--- config.mk ---
export PLATFORM = sky130hd
export DESIGN_NAME = perm_seq_gen
export DESIGN_NICKNAME = d
export VERILOG_FILES = /design/src/rtl/perm_seq_pkg.sv /design/src/rtl/psg_cfg_check.sv /design/src/rtl/psg_lcg_step.sv /design/src/rtl/psg_range_filter.sv /design/src/rtl/perm_seq_gen.sv
export SDC_FILE = /design/constraint.sdc
export NUM_CORES = 1
export LEC_CHECK = 0
export ABC_AREA = 0
export CORE_MARGIN = 2
export CORE_UTILIZATION = 25
export CTS_BUF_LIST = sky130_fd_sc_hd__clkbuf_4
export DETAILED_ROUTE_END_ITERATION = 7
export GPL_ROUTABILITY_DRIVEN = 0
export PLACE_DENSITY = 0.4
export SKIP_CTS_REPAIR_TIMING = 1
export SLEW_MARGIN = 20
export SYNTH_ARGS = -nofsm -noshare
export SYNTH_HDL_FRONTEND = slang
export SYNTH_SLANG_ARGS = --single-unit
--- constraint.sdc ---
create_clock -name clk -period 10.2 [get_ports clk]
set_input_delay 2.04 -clock clk [delete_from_list [all_inputs] [get_ports clk]]
set_output_delay 2.04 -clock clk [all_outputs]
set_load 0.01 [all_outputs]
--- src/rtl/perm_seq_pkg.sv ---
package perm_seq_pkg;
    typedef enum logic [1:0] {
        ST_UNCFG  = 2'd0,
        ST_IDLE   = 2'd1,
        ST_SEARCH = 2'd2,
        ST_FAULT  = 2'd3
    } psg_state_e;

    localparam logic [2:0] MULT_RESIDUE = 3'b101;
endpackage

--- src/rtl/psg_cfg_check.sv ---
module psg_cfg_check #(
    parameter int W = 12
) (
    input  logic [W:0]   len,
    input  logic [W-1:0] mult,
    input  logic [W-1:0] inc,
    output logic [W-1:0] mod_mask,
    output logic         bad
);
    import perm_seq_pkg::*;

    localparam int STAGES = $clog2(W);
    localparam logic [W:0] LEN_MAX = {1'b1, {W{1'b0}}};

    logic [W-1:0] len_m1;
    logic [W-1:0] smear [0:STAGES];

    assign len_m1   = len[W-1:0] - {{(W-1){1'b0}}, 1'b1};
    assign smear[0] = len_m1;

    // Fill every bit below the top set bit: M-1 for the smallest power of two >= len
    for (genvar g = 0; g < STAGES; g++) begin : g_smear
        assign smear[g+1] = smear[g] | (smear[g] >> (1 << g));
    end

    assign mod_mask = smear[STAGES];
    assign bad = (len == '0) || (len > LEN_MAX) || !inc[0] || (mult[2:0] != MULT_RESIDUE);
endmodule

--- src/rtl/psg_lcg_step.sv ---
module psg_lcg_step #(
    parameter int W = 12
) (
    input  logic [W-1:0] x,
    input  logic [W-1:0] mult,
    input  logic [W-1:0] inc,
    input  logic [W-1:0] mod_mask,
    output logic [W-1:0] x_next
);
    logic [W-1:0] prod;
    assign prod   = mult * x;
    assign x_next = (prod + inc) & mod_mask;
endmodule

--- src/rtl/psg_range_filter.sv ---
module psg_range_filter #(
    parameter int W = 12
) (
    input  logic [W-1:0] x,
    input  logic [W-1:0] xmask,
    input  logic [W-1:0] base,
    input  logic [W-1:0] mod_mask,
    input  logic [W:0]   len,
    output logic [W-1:0] offset,
    output logic         accept
);
    logic [W-1:0] scrambled;
    assign scrambled = (x ^ xmask) & mod_mask;
    assign offset    = (scrambled - base) & mod_mask;
    assign accept    = ({1'b0, offset} < len);
endmodule

--- src/rtl/perm_seq_gen.sv ---
module perm_seq_gen #(
    parameter int W = 12
) (
    input  logic         clk,
    input  logic         rst_n,
    input  logic         cfg_load,
    input  logic [W:0]   cfg_len,
    input  logic [W-1:0] cfg_mult,
    input  logic [W-1:0] cfg_inc,
    input  logic [W-1:0] cfg_seed,
    input  logic [W-1:0] cfg_base,
    input  logic [W-1:0] cfg_xmask,
    input  logic         req,
    output logic         out_valid,
    output logic [W-1:0] out_value,
    output logic         cfg_err
);
    import perm_seq_pkg::*;

    typedef struct packed {
        psg_state_e   state;
        logic [W-1:0] x;
        logic [W:0]   steps;
        logic         valid;
        logic [W-1:0] value;
        logic [W:0]   len;
        logic [W-1:0] mult;
        logic [W-1:0] inc;
        logic [W-1:0] base;
        logic [W-1:0] xmask;
        logic [W-1:0] mmask;
        logic         err;
    } regs_t;

    regs_t r_q, r_d;

    logic [W-1:0] load_mask;
    logic         load_bad;
    logic [W-1:0] x_next;
    logic [W-1:0] offset;
    logic         accept;

    psg_cfg_check #(.W(W)) u_check (
        .len      (cfg_len),
        .mult     (cfg_mult),
        .inc      (cfg_inc),
        .mod_mask (load_mask),
        .bad      (load_bad)
    );

    psg_lcg_step #(.W(W)) u_step (
        .x        (r_q.x),
        .mult     (r_q.mult),
        .inc      (r_q.inc),
        .mod_mask (r_q.mmask),
        .x_next   (x_next)
    );

    psg_range_filter #(.W(W)) u_filter (
        .x        (x_next),
        .xmask    (r_q.xmask),
        .base     (r_q.base),
        .mod_mask (r_q.mmask),
        .len      (r_q.len),
        .offset   (offset),
        .accept   (accept)
    );

    always_comb begin
        r_d = r_q;
        if (cfg_load) begin
            r_d.len   = cfg_len;
            r_d.mult  = cfg_mult;
            r_d.inc   = cfg_inc;
            r_d.base  = cfg_base;
            r_d.xmask = cfg_xmask;
            r_d.mmask = load_mask;
            r_d.err   = load_bad;
            r_d.x     = cfg_seed & load_mask;
            r_d.valid = 1'b0;
            r_d.steps = '0;
            r_d.state = load_bad ? ST_FAULT : ST_IDLE;
        end else begin
            unique case (r_q.state)
                ST_IDLE: begin
                    if (req) begin
                        r_d.valid = 1'b0;
                        r_d.steps = '0;
                        r_d.state = ST_SEARCH;
                    end
                end
                ST_SEARCH: begin
                    r_d.x = x_next;
                    if (accept) begin
                        r_d.value = offset;
                        r_d.valid = 1'b1;
                        r_d.state = ST_IDLE;
                    end else begin
                        r_d.steps = r_q.steps + {{W{1'b0}}, 1'b1};
                    end
                end
                default: ;
            endcase
        end
    end

    always_ff @(posedge clk) begin
        if (!rst_n) begin
            r_q       <= '0;
            r_q.state <= ST_UNCFG;
        end else begin
            r_q <= r_d;
        end
    end

    assign out_valid = r_q.valid;
    assign out_value = r_q.value;
    assign cfg_err   = r_q.err;

    // A refused configuration never produces results
    assert_fault_silent_R2: assert property (@(posedge clk) disable iff (!rst_n)
        cfg_err |-> !out_valid);

    // Every presented result lies inside the configured range
    assert_result_in_range_R5: assert property (@(posedge clk) disable iff (!rst_n)
        out_valid |-> ({1'b0, out_value} < r_q.len));

    // A search never needs more steps than the power-of-two space holds
    assert_search_bounded_R7: assert property (@(posedge clk) disable iff (!rst_n)
        (r_q.state == ST_SEARCH) |-> (r_q.steps <= {1'b0, r_q.mmask}));

    // A result only appears at the end of a search
    assert_valid_from_search_R4: assert property (@(posedge clk) disable iff (!rst_n)
        $rose(out_valid) |-> $past(r_q.state == ST_SEARCH));

    // An idle result is held untouched
    assert_result_held_R8: assert property (@(posedge clk) disable iff (!rst_n)
        (out_valid && !req && !cfg_load) |=> (out_valid && $stable(out_value)));
endmodule

# Yosys cells after proc, flatten, opt, wreduce, memory -nomap -nowiden
# Index checks and enable logic that the tools add are counted.
[op_classes]
n_addsub = 4
n_mul = 1
order_cmp = 2
n_eq_ne = 8
mux = 10
n_bitwise = 11
reduce_logical = 13
[ops]
columns = ["cell", "n"]
rows = [
  ["bitwise AND 12 bit", 4],
  ["two-way mux 28 bit", 1],
  ["one-hot mux 14 bit (2 select lines)", 1],
  ["two-way mux 13 bit", 2],
  ["two-way mux 14 bit", 1],
  ["adder 13 x 1 -> 13 bit (second input constant)", 1],
  ["greater-than comparator 13 bit (second input constant)", 1],
  ["zero test 13 bit", 1],
  ["< comparator 12 x 13 -> 1 bit", 1],
  ["adder 12 bit", 1],
  ["multiplier 12 x 12 -> 12 bit", 1],
  ["two-way mux 12 bit", 1],
  ["bitwise OR 12 x 10 -> 12 bit", 1],
  ["bitwise OR 12 x 11 -> 12 bit", 1],
  ["bitwise OR 12 x 4 -> 12 bit", 1],
  ["bitwise OR 12 x 8 -> 12 bit", 1],
  ["AND reduction 3 bit", 4],
  ["subtractor 12 x 1 -> 12 bit (second input constant)", 1],
  ["subtractor 12 bit", 1],
  ["bitwise XOR 12 bit", 1],
  ["inequality test 3 bit (second input constant)", 3],
  ["two-way mux 2 bit", 3],
  ["inequality test 2 bit (second input constant)", 3],
  ["one-hot mux 2 bit (2 select lines)", 1],
  ["8 further kinds", 12],
]
[word_totals]
register_bits = 114
inputBits = 77
out_inout_bits = 14
elab_cells = 61

# Logic depth before layout (Yosys ltp)
# Gate-level depths: netlist of the first run.
[logic_depth]
word_depth = 11
depth_mapped = 34
mapped_depth_nobuf = 32

# Cells and area by module
# Synthesis of the first run repeated with hierarchy kept, for this count alone.
[unflattened]
hier_cells = 917
area_unflattened_um2 = 8209.1
[by_module_without_submodules]
columns = ["module", "instances", "cells_per_inst", "area_per_inst_um2", "seq_area_each_um2"]
rows = [
  ["perm_seq_gen", 1, 388, 4103.9, 2021.9],
  ["psg_lcg_step", 1, 309, 2597.5, 0.0],
  ["psg_range_filter", 1, 145, 1041.0, 0.0],
  ["psg_cfg_check", 1, 75, 466.7, 0.0],
]

# Worst setup path before layout of the first run
# OpenSTA, ideal clock, no wires.
[synth_path]
path_kind = "register -> register"
startpoint = "register r_q[102] (netlist name)"
endpoint = "register r_q (netlist bit out_value[10])"
setup_time_ns = 0.116
arrival_time_ns = 6.908
required_ns = 10.084
path_slack_ns = 3.176
path_stages_with_launch = 32
path_buffers = 2
period_less_slack_ns = 7.024
path_cell_list = "dfxtp_1 > clkbuf_1 > and2_1 > fa_1 > inv_1 > fa_1 > inv_1 > fa_1 > inv_1 > fa_1 > fa_1 > inv_1 > ha_1 > a21oi_1 > o21bai_1 > a21oi_1 > xnor3_1 > and2_1 > ha_1 > a21oi_1 > nand2b_1 > o21ai_0 > a31oi_1 > xor2_1 > and2_1 > ha_1 > nand2_1 > nor3_1 > nor4_1 > clkbuf_1 > a21oi_1 > a41o_1"
[synth_between]
elab_chain_cells = 9
[synth_rtl]
columns = ["item", "line_no", "text"]
rows = [
  ["start: declaration", "perm_seq_gen.sv:35", "regs_t r_q, r_d;"],
  ["start signal: assignment", "perm_seq_gen.sv:112", "r_q <= r_d;"],
  ["multiplier 12 x 12 -> 12 bit", "psg_lcg_step.sv:11", "assign prod = mult * x;"],
  ["adder 12 bit", "psg_lcg_step.sv:12", "assign x_next = (prod + inc) & mod_mask;"],
  ["bitwise AND 12 bit", "psg_lcg_step.sv:12", ""],
  ["bitwise XOR 12 bit", "psg_range_filter.sv:13", "assign scrambled = (x ^ xmask) & mod_mask;"],
  ["bitwise AND 12 bit", "psg_range_filter.sv:13", ""],
  ["subtractor 12 bit", "psg_range_filter.sv:14", "assign offset = (scrambled - base) & mod_mask;"],
  ["bitwise AND 12 bit", "psg_range_filter.sv:14", ""],
  ["net offset[11]", "perm_seq_gen.sv:40", "logic [W-1:0] offset;"],
  ["< comparator 12 x 13 -> 1 bit", "psg_range_filter.sv:15", "assign accept = ({1'b0, offset} < len);"],
  ["AND reduction 3 bit (no line)", "n/a", ""],
]
# The timed path passes the listed nets, and every way through them passes these cells.
# A chain may end at the register's enable or synchronous reset.

# Worst setup path in the final report of the first run
[layout_path]
startpoint = "register r_q[102] (netlist name)"
endpoint = "register r_q (netlist bit out_value[0])"
# Same word-level chain as after synthesis.

==> results.yml, run 1 <==
outcome:
  status: "complete, no violations"
placement:
  dp_hpwl_um: 18010
  numPortBuffers: 90
  placed_area_um2: 8940
floorplanning:
  die_area_um2: 32470
  coreArea_um2: 30590
  fp-row-count: 64
  fp.dieW_um: 180.2
  start_util_pct: 25.37
  die_y_um: 180.2
  ios: 91
detailed_routing:
  via_per_inst: 4.422
  drtIter0Drc: 292
  drt-met1-wl_um: 11880
  wl_um: 22880
  post-route-drc-count: 0
  drtAntennaViolNets: 0
  wire_per_inst_um: 16.93
  route.vias.total: 5974
  wl_met3_um: 594
  highest_layer: "met4"
  wl_met2_um: 10240
  drt-pass1-iter-count: 4
timing:
  rsz0062_at_grt: "no"
  worst_slew_pin_slew_ns: 0.9845
  fin_crit_sh_pct: 78.30
  fin_skew_ns: 0.04280
  period_needed_ns: 7.987
  setup_violations: 0
  drv_slew: 0
  fmax_ghz: 0.1252
  hold_violations: 0
  tns_ns: 0
  maxSlewHeadroom_pct: 34.30
synthesis:
  syn_area_per_cell_um2: 8.652
  synth_seq_cells: 101
  ys_types: 64
  async_flop_share_pct: 0
  synthCells: 897
  synth-edff-count: 0
  yosysWarnings: 0
  ys_top_cells_by_count: "inv_1, dfxtp_1, nor2_1"
  synth-main-ff-cell: "dfxtp_1"
  post-synth-top-area-cell: "dfxtp_1"
  synth.most_common_cell: "inv_1"
  synth_area_leaders: "dfxtp_1, fa_1, ha_1"
  synth_top_area_share_pct: 26.05
  ys_seq_area_share_pct: 26.05
  syn_area_um2: 7761
  synthesis.nets: 1081
finish:
  layout.nets: 1133
  drive_above_1_share_pct: 3.564
  area_delta_synth_final_pct: 16.94
  final_area_um2: 9076
clock_network:
  clk_pin_slew_ns: 0.21
  clockRootBuffer: "clkbuf_4"
  h-tree-depth: 3
  clockBufferDepth: 2
  cts_tree: "done"
  clk_latency_ns: 0.53
  cts_sinks: 101
  cts_inserted_buffers: 9
critical_path:
  crit_fanout: 13
  cp.arrival_ns: 8.47
  critPathLaunch: "r_q[102]"
  crit_family: "adder cells"
  critical_path_required_ns: 10.68
  cp-end-kind: "register"
  max_stage_delay_ns: 0.55
  worst_path_max_delay_cell: "fa_1"
  worstSetupPathType: "register to register"
  critPathLaunchType: "register"
  reg2reg_slack_ns: 2.21
  path_buf_inv: 4
  crit_top_cell: "fa_1"
  r2r-start: "r_q[102]"
pwr:
  netSwitchingFraction_pct: 37.93
  combPwrFrac_pct: 33.6
  ir_drop_mv: 0.04251
  p_switching_uw: 384.6
  seqPwrFrac_pct: 44.0
  p_clk_share_pct: 22.4
  intPower_uw: 629.2
  leakage_uw: 0.003967
  powerDensity_nw_per_um2: 111.7
global_routing:
  grt_start_max_net_pins: 73
  antenna_found_initial: 1
  grt_pass1_vias: 6246
  grt_first_pass_wirelength_um: 36200
  track_usage_pct: 14.33
  grt_overflow: 0
worst_hold_path:
  worstHoldStart: "out_value[9]"
  hp-class: "register to register"
flow_run:
  maxCapViolations: 0
==> metal layers <==
layer / global-route usage (%) / up-vias
met4: 2.710 / 0
met3: 1.839 / 11
met5: 0 / -
met2: 22.52 / 97
met1: 21.06 / 2843
li1: - / 3023
==> flip-flops by register name, summed over array words and instances (netlist names) <==
signal,flops
out_value,12
cfg_err,1
out_valid,1
r_q,87
==> through the flow <==
stage	util [%]	hold WS (ns)	power (uW)	std cells	setup WS [ns]
2_1_floorplan	-	0.4541	680.3	897	3.176
6_report	29.67	0.4977	1014	1351	2.213
4_1_cts	29.66	0.5061	1035	1350	2.208
3_5_place_dp	29.23	0.4691	798.8	1334	2.252
5_1_grt	29.67	0.5214	1087	1351	1.711
3_3_place_gp	29.23	0.4698	799.0	1334	2.379
==> cell usage in the layout, fill, tap and decap left out, types with 6 or more instances in the layout <==
| master | count |
|---|---|
| fa_1 | 49 |
| nand2b_1 | 9 |
| ha_1 | 58 |
| xor2_1 | 24 |
| clkbuf_4 | 9 |
| inv_1 | 109 |
| nand2_1 | 61 |
| xnor2_1 | 28 |
| mux2i_1 | 64 |
| nor3_1 | 7 |
| a21o_1 | 6 |
| a31oi_1 | 10 |
| dfxtp_1 | 101 |
| o21a_1 | 9 |
| o21ai_0 | 24 |
| and2_1 | 63 |
| clkdlybuf4s50_1 | 89 |
| a21oi_1 | 44 |
| nand3_1 | 15 |
| nor2_1 | 90 |
==> worst reg2reg max path, delay by kind of cell, from the launching register on <==
kind | cells | cell delay [ns]
buf+inv | 4 | 0.21
xor+xnor | 3 | 0.49
simple gates | 11 | 1.96
compound gates | 6 | 1.30
fa+ha+maj | 8 | 3.51
flops | 1 | 0.51
==> power groups by stage <==
stage | registers (uW) | clock network, uW | logic, uW
2_1_floorplan | 439 | 0 | 241
3_3_place_gp | 455 | 0 | 344
3_5_place_dp | 455 | 0 | 344
4_1_cts | 447 | 241 | 347
5_1_grt | 450 | 253 | 384
6_report | 446 | 227 | 341
==> area by class of cell <==
type / instances / area [um2]
fillers: 3297 / 21510
multi-input cells: 633 / 5081
flip-flops and latches: 101 / 2022
repair buffers: 94 / 928.4
well taps: 396 / 495.5
inverters: 110 / 412.9
clock buffers: 9 / 67.56
clock inverters: 7 / 66.31
diodes: 1 / 2.502
==> worst paths after layout <==
path                       end  cells past startpoint
setup / recovery  out_value[0]                     32
hold / removal    out_value[9]                      2
setup reg to reg  out_value[0]                     32
hold reg to reg   out_value[9]                      2
==> cell families (layout without fill, tap and decap cells) <==
family | count (synthesis) | count (layout) | synth area share (%)
simple gates | 281 | 281 | 17.94
other cells | 0 | 1 | 0
mux | 64 | 64 | 8.254
buf+inv | 163 | 220 | 8.480
fa+ha+maj | 107 | 107 | 21.99
compound gates | 126 | 126 | 10.54
xor+xnor | 55 | 55 | 6.739
flops | 101 | 101 | 26.05
No activity file was read; power rests on OpenSTA's default activity.
==> run 2, diff against run 1 <==
- PLACE_DENSITY: 0.4 -> 0.41
- clock period: 10.2 -> 7 ns (I/O delays scaled with it)
==> results.yml, run 2 (same netlist as run 1, synthesis figures left out) <==
outcome:
  status: "complete, no violations"
critical_path:
  max_stage_delay_ns: 0.56
  r2r-start: "r_q[56]"
  critPathLaunchType: "register"
  worst_path_max_delay_cell: "fa_1"
  critical_path_required_ns: 7.46
  reg2reg_slack_ns: 0.14
  cp.arrival_ns: 7.32
  worstReg2RegEnd: "out_value[0]"
  crit_fanout: 6
  cp-end-kind: "register"
  crit_top_cell: "fa_1"
  reg2reg_depth: 33
  worstSetupPathType: "register to register"
clock_network:
  cts_sinks: 101
  clockRootBuffer: "clkbuf_4"
  clk_latency_ns: 0.51
  cts_tree: "done"
  clockBufferDepth: 2
  h-tree-depth: 3
  clk_pin_slew_ns: 0.20
  cts_inserted_buffers: 9
pwr:
  leakage_uw: 0.004446
  p_clk_share_pct: 19.4
  netSwitchingFraction_pct: 36.63
  p_switching_uw: 610.2
  powerDensity_nw_per_um2: 163.9
  ir_drop_mv: 0.07775
  seqPwrFrac_pct: 38.4
  total_power_uw: 1666
  intPower_uw: 1056
  combPwrFrac_pct: 42.1
detailed_routing:
  drtAntennaViolNets: 0
  route.vias.total: 6268
  wire_per_inst_um: 16.22
  drt-pass1-iter-count: 5
  wl_um: 23260
  via_per_inst: 4.371
  post-route-drc-count: 0
  drtIter0Drc: 257
timing:
  period_needed_ns: 6.861
  fmax_ghz: 0.1457
  hold_violations: 0
  setup_violations: 0
  fin_crit_sh_pct: 98.02
  rsz0062_at_grt: "yes"
  maxSlewHeadroom_pct: 38.83
  hold_slack_ns: 0.4831
  worst_slew_pin_slew_ns: 0.9147
  tns_ns: 0
  drv_slew: 0
  fin_skew_ns: 0.03456
floorplanning:
  ios: 91
  fp-row-count: 64
  fp.dieW_um: 180.2
  start_util_pct: 25.37
  die_area_um2: 32470
  die_y_um: 180.2
  coreArea_um2: 30590
worst_hold_path:
  hold_path_depth: 2
  worstHoldStart: "out_value[5]"
  hp-class: "register to register"
  worstHoldEndpoint: "out_value[5]"
placement:
  dp_hpwl_um: 18330
  placed_area_um2: 9553
  numPortBuffers: 90
flow_run:
  maxCapViolations: 0
finish:
  layout.nets: 1216
  most-common-layout-cells: "inv_1, dfxtp_1, clkdlybuf4s50_1"
  post-route-util_pct: 33.22
  area_delta_synth_final_pct: 30.92
  top_register: "r_q"
  layout_commonest_cell: "inv_1"
  n_fill_cell: 3286
  largest_reg_flops: 87
  final_area_um2: 10160
  drive_above_1_share_pct: 18.32
global_routing:
  antenna_found_initial: 2
  grt_first_pass_wirelength_um: 36310
  grt_pass1_vias: 6421
  track_usage_pct: 14.33
  grt_overflow: 0
  grt_start_max_net_pins: 60
run 2: cell count changes in the layout (fill, tap and decap cells not counted), moves of 8 or more:
cell	before	now
and2_4	1	9
a21oi_1	44	36
and2_1	63	55
ha_1	58	44
o21ai_0	24	14
ha_4	0	12
buf_4	5	81
run 2: worst max path at each step:
stage	start	endpoint	slack, ns	cells past startpoint
floorplan	r_q[102]	out_value[0]	0.05	32
global placement	r_q[54]	out_value[1]	-0.27	29
detailed placement	r_q[102]	out_value[6]	-0.23	31
CTS	r_q[102]	out_value[1]	-0.23	31
global route	r_q[56]	out_value[3]	-0.08	34
finish	r_q[56]	out_value[0]	0.14	33
run 2: per-layer routing:
layer	GRT usage (%)	up-vias	share of wire (%)
met4	3.645	0	1.2
met3	2.243	16	4.9
li1	-	3191	-
met2	22.29	98	46
met5	0	-	0
met1	20.65	2963	48
run 2: final cells by class:
type                    instances  area (um2)  share of cell area [%]
multi-input cells             633        5480                   53.93
clock buffers                   9       67.56                  0.6649
clock inverters                 7       67.56                  0.6649
flip-flops and latches        101        2037                   20.05
well taps                     396       495.5                   4.876
diodes                          1       2.502                 0.02463
inverters                     110       415.4                   4.088
repair buffers                177        1595                   15.70
run 2: power by group through the flow:
stage               clock [uW]  sequential, uW  combinational [uW]
finish                     324             640                 702
global route               364             646                 780
CTS                        344             641                 625
detailed placement           0             653                 619
global placement             0             653                 621
floorplan                    0             640                 351
run 2: per-stage QoR:
step | setup WS (ns) | std cells
global route | -0.08367 | 1434
finish | 0.1389 | 1434
CTS | -0.2340 | 1428
floorplan | 0.04515 | 897
global placement | -0.2678 | 1412
detailed placement | -0.2333 | 1412
run 2: critical path: cells and delay by family, from the launching register on:
kind	cells	cell delay, ns
compound gates	7	0.96
fa+ha+maj	8	3.26
buf+inv	5	0.29
xor+xnor	3	0.49
simple gates	10	1.50
flops	1	0.35
==> run 3, diff against run 2 <==
- ABC_AREA: 0 -> not set
- CORE_MARGIN: 2 -> not set
==> results.yml, run 3 (same netlist as run 1, synthesis figures left out) <==
outcome:
  status: "complete, no violations"
critical_path:
  crit_fanout: 6
  reg2reg_depth: 32
  crit_top_cell: "fa_1"
  worstSetupPathType: "register to register"
  cp-end-kind: "register"
  reg2reg_slack_ns: 0.19
  worstReg2RegEnd: "out_value[0]"
  crit_family: "adder cells"
  path_buf_inv: 4
  max_stage_delay_ns: 0.55
  r2r-start: "r_q[101]"
  worst_path_max_delay_cell: "fa_1"
  critPathLaunchType: "register"
  cp.arrival_ns: 7.27
  critical_path_required_ns: 7.46
finish:
  regArea_um2: 2041
  final_area_um2: 10100
  post-route-util_pct: 33.01
  largest_reg_flops: 87
  top_register: "r_q"
  area_delta_synth_final_pct: 30.10
  drive_above_1_share_pct: 16.75
  n_fill_cell: 3255
  layout_commonest_cell: "inv_1"
  multiInputGateArea_um2: 5408
  layout.cells.non_filler: 1430
  layout.nets: 1212
  most-common-layout-cells: "inv_1, dfxtp_1, clkdlybuf4s50_1"
placement:
  numPortBuffers: 90
  placed_area_um2: 9528
  dp_hpwl_um: 18430
  dp.cells: 1409
  pre_cts_ws_ns: -0.1648
timing:
  fin_crit_sh_pct: 97.28
  hold_slack_ns: 0.4996
  setup_violations: 0
  worst_slew_pin_slew_ns: 0.9007
  drv_slew: 0
  fmax_ghz: 0.1469
  period_needed_ns: 6.810
  hold_violations: 0
  worst_slack_ns: 0.1905
  maxSlewHeadroom_pct: 39.77
  fin_skew_ns: 0.02412
global_routing:
  grt_util_met1_pct: 21.74
  grt_start_max_net_pins: 67
  grt_busiest_layer: "met2"
  grt_overflow: 0
  met3_usage_pct: 2.217
  grtUsageMet2_pct: 23.14
  antenna_found_initial: 1
  track_usage_pct: 15.02
  grt_first_pass_wirelength_um: 35660
  grt_pass1_vias: 6281
detailed_routing:
  route.vias.total: 6260
  wire_per_inst_um: 16.19
  wl_um: 23150
  via_per_inst: 4.378
  drt-pass1-iter-count: 4
  post-route-drc-count: 0
  drtAntennaViolNets: 0
  drtIter0Drc: 318
clock_network:
  clk_pin_slew_ns: 0.19
  clockBufferDepth: 2
  cts_tree: "done"
  cts_sinks: 101
  h-tree-depth: 3
  cts_inserted_buffers: 9
  clk_latency_ns: 0.51
  clockRootBuffer: "clkbuf_4"
floorplanning:
  die_area_um2: 31750
  die_y_um: 178.2
  fp-row-count: 64
  fp.dieW_um: 178.2
  coreArea_um2: 30590
  ios: 91
  start_util_pct: 25.37
pwr:
  ir_drop_mv: 0.06481
  powerDensity_nw_per_um2: 170.5
  leakage_uw: 0.004442
flow_run:
  maxCapViolations: 0
worst_hold_path:
  hold_path_depth: 2
  worstHoldStart: "out_value[8]"
  worstHoldEndpoint: "out_value[8]"
  hp-class: "register to register"
-- run 3: cell count changes in the layout (fill, tap and decap cells not counted), sizes merged --
| cell | change |
|---|---|
| clkinvlp | -1 |
| bufinv | +2 |
| inv | -2 |
| clkinv | +1 |
| buf | -4 |
-- run 3: worst register-to-register path, delay by kind of cell (launching register included) --
family	cells	cell delay (ns)
simple gates	11	1.56
compound gates	6	0.88
flops	1	0.40
fa+ha+maj	8	3.27
xor+xnor	3	0.48
buf+inv	4	0.19
-- run 3: cell type report --
class / count / share of cell area, %
Sequential cell: 101 / 20.21
Antenna cell: 1 / 0.02478
Clock buffer: 9 / 0.6691
Inverter: 110 / 4.089
Multi-Input combinational cell: 633 / 53.56
Tap cell: 396 / 4.907
Clock inverter: 7 / 1.041
Timing Repair Buffer: 173 / 15.50
-- run 3: metrics by stage --
stage               power, uW  setup TNS (ns)
global route             1841        -0.03961
floorplan               991.5               0
detailed placement       1266          -1.741
finish                   1721               0
CTS                      1667          -2.352
global placement         1269          -1.552
-- run 3: where the power goes --
group / leakage (uW) / internal, uW / switching (uW)
logic: 0.00351 / 361 / 335
clock network: 0.0000939 / 150 / 234
registers: 0.000837 / 610 / 31.3
total: 0.00444 / 1120 / 600
-- run 3: worst max path at each step --
stage	startpoint	end	slack [ns]	cells past startpoint
after global routing	r_q[101]	out_value[0]	-0.04	32
after CTS	r_q[102]	out_value[1]	-0.21	29
after global placement	r_q[100]	out_value[1]	-0.15	29
after floorplan	r_q[102]	out_value[0]	0.05	32
after detailed placement	r_q[102]	out_value[1]	-0.16	29
final	r_q[101]	out_value[0]	0.19	32
-- run 3: routing by layer --
metal	part of all wire (%)	vias up
met3	3.9	22
met2	45	105
met4	1.6	0
met1	49	2950
li1	-	3183
met5	0	-
